File: config.mk
export PLATFORM = sky130hd
export DESIGN_NAME = interlace_timing_gen
export DESIGN_NICKNAME = d
export VERILOG_FILES = /design/src/rtl/vtg_pkg.sv /design/src/rtl/vtg_ctrl.sv /design/src/rtl/vtg_datapath.sv /design/src/rtl/interlace_timing_gen.sv
export SDC_FILE = /design/constraint.sdc
export NUM_CORES = 1
export LEC_CHECK = 0
export BUFFER_PORTS_ARGS = -buffer_cell sky130_fd_sc_hd__buf_2
export CORE_ASPECT_RATIO = 0.9
export CORE_MARGIN = 2
export CORE_UTILIZATION = 55
export DETAILED_ROUTE_END_ITERATION = 16
export PLACE_DENSITY = 0.78
export SLEW_MARGIN = 20
export SYNTH_ARGS = -nofsm -noshare
export SYNTH_HDL_FRONTEND = slang
export SYNTH_SLANG_ARGS = --single-unit
File: constraint.sdc
create_clock -name clk -period 6.27 [get_ports clk]
set_input_delay 0.3135 -clock clk [delete_from_list [all_inputs] [get_ports clk]]
set_output_delay 0.3135 -clock clk [all_outputs]
set_load 0.02 [all_outputs]
File: src/rtl/vtg_pkg.sv
package vtg_pkg;
  localparam int VSPOS_ON_LSB = 20;
  localparam int VSPOS_EN_BIT = 16;
  localparam int VSPOS_W      = 12;

  typedef struct packed {
    logic run;
    logic loadCfg;
    logic lineWrap;
    logic fieldWrap;
    logic oddField;
  } vtgStrobe_t;
endpackage

File: src/rtl/vtg_ctrl.sv
module vtg_ctrl
  import vtg_pkg::*;
(
  input  logic       clk,
  input  logic       rstN,
  input  logic       enable,
  input  logic       interlaced,
  input  logic       lineEnd,
  input  logic       fieldEnd,
  output vtgStrobe_t strobe
);
  logic oddQ;
  logic lineWrapW;
  logic fieldWrapW;

  assign lineWrapW  = enable && lineEnd;
  assign fieldWrapW = lineWrapW && fieldEnd;

  always_comb begin
    strobe.run       = enable;
    strobe.lineWrap  = lineWrapW;
    strobe.fieldWrap = fieldWrapW;
    strobe.loadCfg   = !enable || fieldWrapW;
    strobe.oddField  = oddQ;
  end

  always_ff @(posedge clk) begin
    if (!rstN)           oddQ <= 1'b0;
    else if (!enable)    oddQ <= 1'b0;
    else if (fieldWrapW) oddQ <= interlaced ? ~oddQ : 1'b0;
  end


  field_change_chk: assert property (@(posedge clk) disable iff (!rstN)
    (enable && $past(enable) && (oddQ != $past(oddQ))) |-> $past(fieldWrapW));


  progressive_even_chk: assert property (@(posedge clk) disable iff (!rstN)
    (fieldWrapW && !interlaced) |=> !oddQ);
endmodule

File: src/rtl/vtg_datapath.sv
module vtg_datapath
  import vtg_pkg::*;
#(
  parameter int CW = 12
) (
  input  logic          clk,
  input  logic          rstN,
  input  vtgStrobe_t    strobe,
  input  logic [31:0]   cfgActive,
  input  logic [31:0]   cfgHPorch,
  input  logic [31:0]   cfgVPorch,
  input  logic [31:0]   cfgTotal,
  input  logic [31:0]   cfgVsyncPos,
  input  logic [2:0]    cfgInvert,
  output logic          lineEnd,
  output logic          fieldEnd,
  output logic [CW-1:0] pixX,
  output logic [CW-1:0] pixY,
  output logic          de,
  output logic          hsync,
  output logic          vsync,
  output logic          csync,
  output logic          frameDone
);
  localparam logic [CW-1:0] ONE = CW'(1);

  logic [31:0] actQ, hPorQ, vPorQ, totQ, vsPosQ;
  logic [2:0]  invQ;
  logic [CW-1:0] xQ, yQ;

  always_ff @(posedge clk) begin
    if (!rstN) begin
      actQ <= '0; hPorQ <= '0; vPorQ <= '0; totQ <= '0; vsPosQ <= '0; invQ <= '0;
    end else if (strobe.loadCfg) begin
      actQ   <= cfgActive;
      hPorQ  <= cfgHPorch;
      vPorQ  <= cfgVPorch;
      totQ   <= cfgTotal;
      vsPosQ <= cfgVsyncPos;
      invQ   <= cfgInvert;
    end
  end

  logic unusedVsBits;
  assign unusedVsBits = ^{vsPosQ[15:12], vsPosQ[19:17]};

  logic [CW-1:0] hAct, vAct, rightM, leftM, hTot, vTotBase, backP, frontP;
  logic [CW-1:0] oddAdd, vTot, hsStart, hsEnd, vsStartLine, vsEndLine;
  logic [CW-1:0] halfLine, vsOnPix, vsOffPix;
  logic          offEn;

  always_comb begin
    hAct     = CW'(actQ[15:0]);
    vAct     = CW'(actQ[31:16]);
    rightM   = CW'(hPorQ[15:0]);
    leftM    = CW'(hPorQ[31:16]);
    hTot     = CW'(totQ[15:0]);
    vTotBase = CW'(totQ[31:16]);
    backP    = CW'(vPorQ[15:0]);
    frontP   = CW'(vPorQ[31:16]);
    oddAdd   = strobe.oddField ? ONE : '0;
    vTot        = vTotBase + oddAdd;
    vsStartLine = vAct + backP + oddAdd;
    vsEndLine   = vTot - frontP;
    hsStart     = hAct + rightM;
    hsEnd       = hTot - leftM;
    halfLine    = strobe.oddField ? (hTot >> 1) : '0;
    offEn       = vsPosQ[VSPOS_EN_BIT];
    vsOnPix     = offEn ? CW'(vsPosQ[VSPOS_ON_LSB +: VSPOS_W]) - halfLine : '0;
    vsOffPix    = offEn ? CW'(vsPosQ[VSPOS_W-1:0]) - halfLine : '0;
  end

  assign lineEnd  = (xQ == hTot - ONE);
  assign fieldEnd = (yQ == vTot - ONE);

  always_ff @(posedge clk) begin
    if (!rstN || !strobe.run) begin
      xQ <= '0;
      yQ <= '0;
    end else if (strobe.lineWrap) begin
      xQ <= '0;
      yQ <= strobe.fieldWrap ? '0 : yQ + ONE;
    end else begin
      xQ <= xQ + ONE;
    end
  end

  logic hsAct, vsAct, afterStart, beforeEnd;
  always_comb begin
    afterStart = (yQ > vsStartLine) || ((yQ == vsStartLine) && (xQ >= vsOnPix));
    beforeEnd  = (yQ < vsEndLine)   || ((yQ == vsEndLine)   && (xQ < vsOffPix));
    hsAct      = strobe.run && (xQ >= hsStart) && (xQ < hsEnd);
    vsAct      = strobe.run && afterStart && beforeEnd;
  end

  assign pixX      = xQ;
  assign pixY      = yQ;
  assign de        = strobe.run && (xQ < hAct) && (yQ < vAct);
  assign hsync     = hsAct ^ invQ[0];
  assign vsync     = vsAct ^ invQ[1];
  assign csync     = (hsAct | vsAct) ^ invQ[2];
  assign frameDone = strobe.run && lineEnd && (yQ == vAct - ONE);


  x_bound_chk: assert property (@(posedge clk) disable iff (!rstN)
    (strobe.run && hTot != '0) |-> (xQ < hTot));


  y_step_chk: assert property (@(posedge clk) disable iff (!rstN)
    ($past(strobe.run) && strobe.run && (yQ != $past(yQ))) |-> $past(strobe.lineWrap));


  idle_origin_chk: assert property (@(posedge clk) disable iff (!rstN)
    !strobe.run |=> (xQ == '0 && yQ == '0));


  done_pulse_chk: assert property (@(posedge clk) disable iff (!rstN)
    (frameDone && hTot > ONE) |=> !frameDone);
endmodule

File: src/rtl/interlace_timing_gen.sv
module interlace_timing_gen
  import vtg_pkg::*;
#(
  parameter int CW = 12
) (
  input  logic          clk,
  input  logic          rstN,
  input  logic          enable,
  input  logic          interlaced,
  input  logic [31:0]   cfgActive,
  input  logic [31:0]   cfgHPorch,
  input  logic [31:0]   cfgVPorch,
  input  logic [31:0]   cfgTotal,
  input  logic [31:0]   cfgVsyncPos,
  input  logic [2:0]    cfgInvert,
  output logic [CW-1:0] pixX,
  output logic [CW-1:0] pixY,
  output logic          de,
  output logic          blank,
  output logic          hsync,
  output logic          vsync,
  output logic          csync,
  output logic          fieldOdd,
  output logic          frameDone
);
  vtgStrobe_t strobe;
  logic lineEnd, fieldEnd;

  vtg_ctrl u_ctrl (
    .clk(clk), .rstN(rstN), .enable(enable), .interlaced(interlaced),
    .lineEnd(lineEnd), .fieldEnd(fieldEnd), .strobe(strobe)
  );

  vtg_datapath #(.CW(CW)) u_dp (
    .clk(clk), .rstN(rstN), .strobe(strobe),
    .cfgActive(cfgActive), .cfgHPorch(cfgHPorch), .cfgVPorch(cfgVPorch),
    .cfgTotal(cfgTotal), .cfgVsyncPos(cfgVsyncPos), .cfgInvert(cfgInvert),
    .lineEnd(lineEnd), .fieldEnd(fieldEnd), .pixX(pixX), .pixY(pixY),
    .de(de), .hsync(hsync), .vsync(vsync), .csync(csync), .frameDone(frameDone)
  );

  assign blank    = ~de;
  assign fieldOdd = strobe.oddField;


  blank_de_chk: assert property (@(posedge clk) disable iff (!rstN)
    blank != de);
endmodule

==> results of run 1 <==
==> per-layer routing <==
metal | vias up | part of all wire [%] | global-route usage [%]
met5 | - | 0 | 0
li1 | 5612 | - | -
met3 | 44 | 6.4 | 3.227
met1 | 5156 | 49 | 38.62
met4 | 0 | 1.6 | 7.478
met2 | 363 | 43 | 41.56
==> registers in the layout (all words and copies together) (netlist names) <==
name and count:
u_dp.vsPosQ 25, u_dp.actQ 24, u_dp.hPorQ 24, u_dp.totQ 24
u_dp.vPorQ 24, u_dp.pixX 12, u_dp.pixY 12, u_dp.invQ 3
u_ctrl.oddQ 1
==> synthesized netlist by cell type, types with 12 or more instances <==
cell type / number / area [sq um]
o21ai_0: 47 / 235.2
inv_1: 102 / 382.9
mux2i_1: 127 / 1271
ha_1: 166 / 2077
o21a_1: 22 / 165.2
nor3_1: 31 / 155.2
nand4_1: 18 / 112.6
a21o_1: 29 / 217.7
xor2_1: 50 / 437.9
o21bai_1: 12 / 90.09
clkbuf_1: 42 / 157.7
nor2b_1: 16 / 100.1
xnor2_1: 66 / 578.1
nand2b_1: 19 / 118.9
a21oi_1: 57 / 285.3
nand3_1: 41 / 205.2
nor2_1: 63 / 236.5
dfxtp_1: 149 / 2983
nand2_1: 321 / 1205
==> power by group <==
part / switching, W / internal [W] / leakage (nW)
Combinational: 0.000378 / 0.000326 / 5.04
Sequential: 0.0000642 / 0.000997 / 1.23
Clock: 0.000425 / 0.000659 / 0.296
Total: 0.000867 / 0.00198 / 6.56
==> how the worst max path moves through the flow <==
stage | to | start | slack [ps] | cells after the start
after CTS | csync | u_ctrl.oddQ | 280 | 22
after global placement | csync | u_ctrl.oddQ | 890 | 22
after detailed placement | csync | u_ctrl.oddQ | 760 | 22
final | csync | u_ctrl.oddQ | 510 | 22
after global routing | csync | u_ctrl.oddQ | 100 | 22
after floorplan | csync | u_ctrl.oddQ | 1340 | 21
==> critical path: cells and delay by family, from the launching register on <==
kind | cells | cell delay [ps]
flops | 1 | 310
fa+ha+maj | 4 | 1240
simple gates | 4 | 620
xor+xnor | 2 | 410
compound gates | 10 | 2030
buf+inv | 2 | 390
==> metrics by stage <==
stage	power [W]	hold slack, ps	util, %	setup slack (ps)	instances
final	0.002850	122.3	62.55	510.7	1979
after global placement	0.001742	442.8	59.73	886.6	1947
after detailed placement	0.001768	448.7	59.73	759.9	1947
after CTS	0.002854	112.8	62.49	283.7	1979
after global routing	0.002992	112.2	62.55	95.66	1979
after floorplan	0.001604	434.7	-	1343	1553
==> cells by family after synthesis <==
| group | after synthesis | share of synthesized area (%) |
|---|---|---|
| compound gates | 240 | 12.77 |
| xor+xnor | 118 | 8.448 |
| fa+ha+maj | 173 | 17.63 |
| buf+inv | 168 | 6.179 |
| flops | 149 | 23.72 |
| mux | 127 | 10.11 |
| simple gates | 578 | 21.14 |
==> final cells by class <==
cell class	instances	area share, %
flip-flops and latches	149	21.25
well taps	297	2.647
inverters	102	2.727
clock inverters	11	1.061
multi-input cells	1236	62.94
clock buffers	21	3.351
repair buffers	163	6.033
==> summary.txt, run 1 <==
Hold path
  • Worst hold path depth: 3
  • Worst Hold Launch: cfgVsyncPos[20]
  • Type of the worst min-delay path: input pin to flip-flop
  • Hold endpoint: u_dp.vsPosQ[20]

Critical path
  • CP max FO: 16
  • R2r setup slk: 1250 ps
  • R2r worst-path depth: 15
  • Worst setup SP type: flip-flop
  • Worst-path cell chain: buf_4 > ha_1 > ha_4 > xor2_1 > ha_1 > nor2b_1 > o21ai_0 > a21oi_1 > o21ai_0 > a21boi_0 > o21a_1 > o21a_1 > o311a_1 > ha_1 > nand4_1 > nor2_1 > o21ai_0 > o211a_1 > o211a_1 > nor2_1 > xnor2_1 > buf_2
  • Reg-to-Reg Start: u_ctrl.oddQ
  • Worst EP arrival: 5450 ps
  • Setup CP Type: flip-flop to output pin
  • CP Data Required Time: 5960 ps
  • Crit path largest cell delay: 370 ps
  • RR Endpoint: u_dp.hPorQ[24]
  • CP Capture Type: output pin
  • Slowest cell on crit path: ha_1

Clock network
  • CTS H-tree depth: 4
  • Clock root buffer: clkbuf_16
  • TritonCTS Buffers: 17
  • Clock Path Buffers: 2
  • Postcts setup bufs: 0
  • Resized Gates After CTS: 0
  • TritonCTS clock tree: built
  • Clk sinks: 149
  • Clk Latency, worst-skew pair: 430 ps
  • CTS Hold Bufs: 0
  • Clock-pin slew on the worst setup and hold paths: 60 ps

Logic synthesis
  • Cells after synthesis: 1553
  • Post-Syn Area: 0.01257 sq mm
  • Main synth FF type: dfxtp_1
  • Net count after synthesis: 1893
  • Sequential area share after synthesis: 23.72%
  • Synthesis Warnings: 0
  • Average cell area after synthesis: 8.097 sq um
  • Synthesis-stage register bit count: 149
  • Distinct cells, synth: 79
  • Async S/R FF share, synth: 0%
  • EDFF count, synth: 0

Global routing
  • Vias in the first global route: 10567
  • Global-route wire length before repair: 51790 microns
  • Initial antenna violation count: 0
  • GRT overflow: 0
  • Total track usage: 26.61%
  • Largest net degree at the start of global routing: 98

Flow run
  • Max Cap Viol: 0

Detailed routing
  • DR vias: 11175
  • ANT nets after route: 0
  • First-pass DRT Iterations: 7
  • Avg WL per Cell: 16.16 microns
  • First DRT Iteration DRCs: 1037
  • Drt drc: 0
  • Vias per inst: 5.647
  • Post-Route WL: 31990 microns

Power
  • Pwr/cell area: 203.0 mW/mm^2
  • LEAKAGE: 6.561 nW
  • Worst IR Drop VDD: 151.0 uV

Timing
  • Fin. max-slew vios: 0
  • Final Hold Viols: 0
  • Clock skew: 12.26 ps
  • Final Cycle Share: 91.86%
  • RSZ-0062 raised after global routing: false
  • Slew at the pin closest to its max-slew limit: 900.9 ps
  • Max Clock Freq: 173.6 MHz
  • Total Neg Setup Slack: 0 ps
  • Slew HR: 39.86%
  • Tmin final: 5759 ps
  • Setup Viol. Count Final: 0

Floorplan
  • Die X: 163.4 microns
  • Io pins: 198
  • Core Footprint: 0.02245 sq mm
  • Die area: 0.02409 sq mm
  • Initial Util: 56.02%
  • Die Y: 147.4 microns
  • # rows: 52

Finish
  • Final instance area: 0.01404 sq mm
  • Area of the multi-input gates: 0.008836 sq mm
  • ANT cells: 0
  • FILL cells: 1948
  • Most frequent cells in the layout: nand2_1 (321), ha_1 (165), buf_2 (157)
  • Share of layout cells above drive strength 1: 12.90%
  • Register area: 0.002983 sq mm
  • Final #Nets: 2009
  • Synth-to-Final Area Change: 11.65%
  • Most common cell after layout, fill and taps aside: nand2_1

Placed design
  • GP Congestion: 0.9110
  • Placed cell area: 0.01341 sq mm
  • DP HPWL: 23840 microns
  • PortBufs: 158

Outcome
  • Status: finished clean
Note: power is estimated with default switching activity, not from simulation.
==> run 2: changes to the inputs <==
- PLACE_DENSITY: 0.78 -> 0.77
==> run 2 against run 1 <==
Effect of this change: core utilization decreased by 0.25 points; sequential power about the same; setup slack got worse by 86 ps; wire length decreased by 1.0%; first-iteration DRC count decreased by 2.5%; maximum frequency decreased by 1.5%.
==> summary.txt, run 2 (same netlist as run 1, synthesis figures left out) <==
Outcome
  • Status: finished clean

Global routing
  • Total track usage: 26.37% (-0.23 points)
  • Vias in the first global route: 10391 (-1.7%)
  • Global-route wire length before repair: 51410 microns (-0.73%)
  • Largest net degree at the start of global routing: 105 (+7.1%)
  • GRT overflow: 0 (unchanged)
  • Initial antenna violation count: 0 (unchanged)

Hold path
  • Type of the worst min-delay path: input pin to flip-flop
  • Hold endpoint: u_dp.totQ[24]
  • Worst Hold Launch: cfgTotal[24]
  • Worst hold path depth: 3 (unchanged)

Finish
  • Share of layout cells above drive strength 1: 12.84% (-0.059 points)
  • Non-filler instance count after layout: 1979 (unchanged)
  • FILL cells: 1919 (-1.5%)
  • Most frequent cells in the layout: nand2_1 (321), ha_1 (166), buf_2 (157)
  • Final instance area: 0.01398 sq mm (-0.40%)
  • Final #Nets: 2009 (unchanged)
  • Top reg by flops: u_dp.vsPosQ
  • Synth-to-Final Area Change: 11.20%
  • Most common cell after layout, fill and taps aside: nand2_1
  • Max FFs per register: 25 (unchanged)
  • ANT cells: 0 (unchanged)

Timing
  • Tmin final: 5845 ps (+85.54 ps)
  • Total Neg Setup Slack: 0 ps (unchanged)
  • Max Clock Freq: 171.1 MHz (-1.5%)
  • Setup ws final: 425.1 ps (-85.54 ps)
  • Final Cycle Share: 93.22% (+1.4 points)
  • Setup Viol. Count Final: 0 (unchanged)
  • Clock skew: 15.92 ps (+3.661 ps)
  • Slew HR: 32.65% (-7.2 points)
  • Fin. max-slew vios: 0 (unchanged)
  • Slew at the pin closest to its max-slew limit: 1010 ps (+109.3 ps)
  • RSZ-0062 raised after global routing: false
  • Final Hold Viols: 0 (unchanged)

Critical path
  • CP Capture Type: output pin
  • Worst EP arrival: 5530 ps (+80 ps)
  • Worst-path cell chain: ha_1 > ha_1 > nand3_1 > xnor2_1 > ha_1 > inv_1 > a21oi_1 > o21ai_0 > a21boi_0 > o21a_1 > o21a_1 > o311a_1 > ha_1 > nand4_1 > nor2_1 > o21ai_0 > o211a_1 > o211a_1 > nor2_1 > xnor2_1 > buf_2
  • R2r setup slk: 1330 ps (+80 ps)
  • Slowest cell on crit path: ha_1
  • Worst setup SP type: flip-flop
  • Worst path most repeated cell: ha_1
  • CP Data Required Time: 5960 ps (about the same)
  • RR Endpoint: u_dp.totQ[3]
  • Crit path largest cell delay: 490 ps (+120 ps)
  • R2r worst-path depth: 14 (-1)
  • Setup CP Type: flip-flop to output pin
  • Reg-to-Reg Start: u_dp.totQ[16]
  • CP max FO: 14 (-2)

Clock network
  • TritonCTS clock tree: built
  • Resized Gates After CTS: 0 (unchanged)
  • TritonCTS Buffers: 17 (unchanged)
  • Clock root buffer: clkbuf_16
  • Postcts setup bufs: 0 (unchanged)
  • Clock-pin slew on the worst setup and hold paths: 70 ps (about the same)
  • Clk sinks: 149 (unchanged)
  • Clk Latency, worst-skew pair: 440 ps (about the same)
  • CTS Hold Bufs: 0 (unchanged)
  • Clock Path Buffers: 2 (unchanged)
  • CTS H-tree depth: 4 (unchanged)

Power
  • Pwr/cell area: 199.5 mW/mm^2 (-1.7%)
  • Sw frac: 32.03% (+1.6 points)
  • Clock Power Share: 36.9% (-1.1 points)
  • LEAKAGE: 6.542 nW (-0.29%)
  • Sw power: 0.0008935 W (+3.1%)
  • Gate power share: 25.0% (+0.3 points)
  • Worst IR Drop VDD: 151.6 uV (+0.45%)
  • Power Internal: 0.001896 W (-4.4%)
  • Sequential share of power: 38.0% (+0.7 points)

Floorplan
  • Core Footprint: 0.02245 sq mm (unchanged)
  • # rows: 52 (unchanged)
  • Die Y: 147.4 microns (unchanged)
  • Initial Util: 56.02% (unchanged)
  • Die X: 163.4 microns (unchanged)
  • Io pins: 198 (unchanged)
  • Die area: 0.02409 sq mm (unchanged)

Detailed routing
  • Drt drc: 0 (unchanged)
  • First-pass DRT Iterations: 5 (-2)
  • DR vias: 11128 (-0.42%)
  • Vias per inst: 5.623 (-0.42%)
  • Avg WL per Cell: 16.00 microns (-1.0%)
  • ANT nets after route: 0 (unchanged)
  • Post-Route WL: 31660 microns (-1.0%)
  • First DRT Iteration DRCs: 1011 (-2.5%)

Placed design
  • Placed cell area: 0.01341 sq mm (unchanged)
  • DP HPWL: 23530 microns (-1.3%)
  • GP Congestion: 0.8867 (-2.7%)
  • PortBufs: 158 (unchanged)
  • Pre-CTS WS: 962.0 ps (+202.1 ps)
  • Placed cells: 1947 (unchanged)

Flow run
  • Max Cap Viol: 0 (unchanged)
run 2: cell count changes in the layout (fill, tap and decap cells not counted):
cell / previous run / this run
clkinv_2: 2 / 1
bufinv_16: 3 / 1
ha_4: 1 / 0
clkbuf_8: 3 / 2
inv_6: 1 / 5
ha_1: 165 / 166
run 2: worst max-delay path: cells and delay by family (launching register included):
| family | cells | cell delay [ps] |
|---|---|---|
| AOI/OAI and AO/OA | 9 | 1740 |
| xor gates and xnor gates | 2 | 530 |
| adders and majority gates | 4 | 1400 |
| buffers and inverters | 2 | 260 |
| DFF | 1 | 340 |
| and+or+nand+nor | 4 | 790 |
run 2: through the flow:
stage                     util [%]  hold WS (ps)  total power, W
after floorplan                  -         434.7        0.001604
after global placement       59.73         443.8        0.001741
after detailed placement     59.73         449.7        0.001766
after CTS                    62.30         110.5        0.002789
after global routing         62.30         104.9        0.002933
final                        62.30         119.1        0.002790
run 2: how the worst max path moves through the flow:
stage | startpoint | endpoint
after floorplan | u_ctrl.oddQ | csync
after global placement | u_ctrl.oddQ | csync
after detailed placement | u_dp.totQ[16] | csync
after CTS | u_dp.totQ[16] | csync
after global routing | u_dp.totQ[16] | csync
final | u_dp.totQ[16] | csync
run 2: area by class of cell:
cell class                 count  area, sq um  area share, %
multi-input combinational   1236         8823          63.10
sequential                   149         2983          21.33
timing repair buffer         163        847.1          6.058
clock buffer                  20        456.7          3.266
inverter                     102        382.9          2.738
tap                          297        371.6          2.657
clock inverter                12        118.9         0.8500
run 2: power groups by stage:
stage / Sequential (W) / Clock, W / Combinational [W]
2_1_floorplan: 0.00105 / 0 / 0.000552
3_3_place_gp: 0.00108 / 0 / 0.000662
3_5_place_dp: 0.00108 / 0 / 0.000686
4_1_cts: 0.00106 / 0.00104 / 0.000693
5_1_grt: 0.00107 / 0.00108 / 0.000785
6_report: 0.00106 / 0.00103 / 0.000698
run 2: layer usage:
metal  routed length, microns  vias up  share of wire [%]  track usage (%)
met5                        0        -                  0                0
met3                     2056       46                6.5            3.620
met4                      572        0                1.8            7.522
met1                    15310     5130                 48            38.22
met2                    13730      346                 43            40.89
li1                         -     5606                  -                -
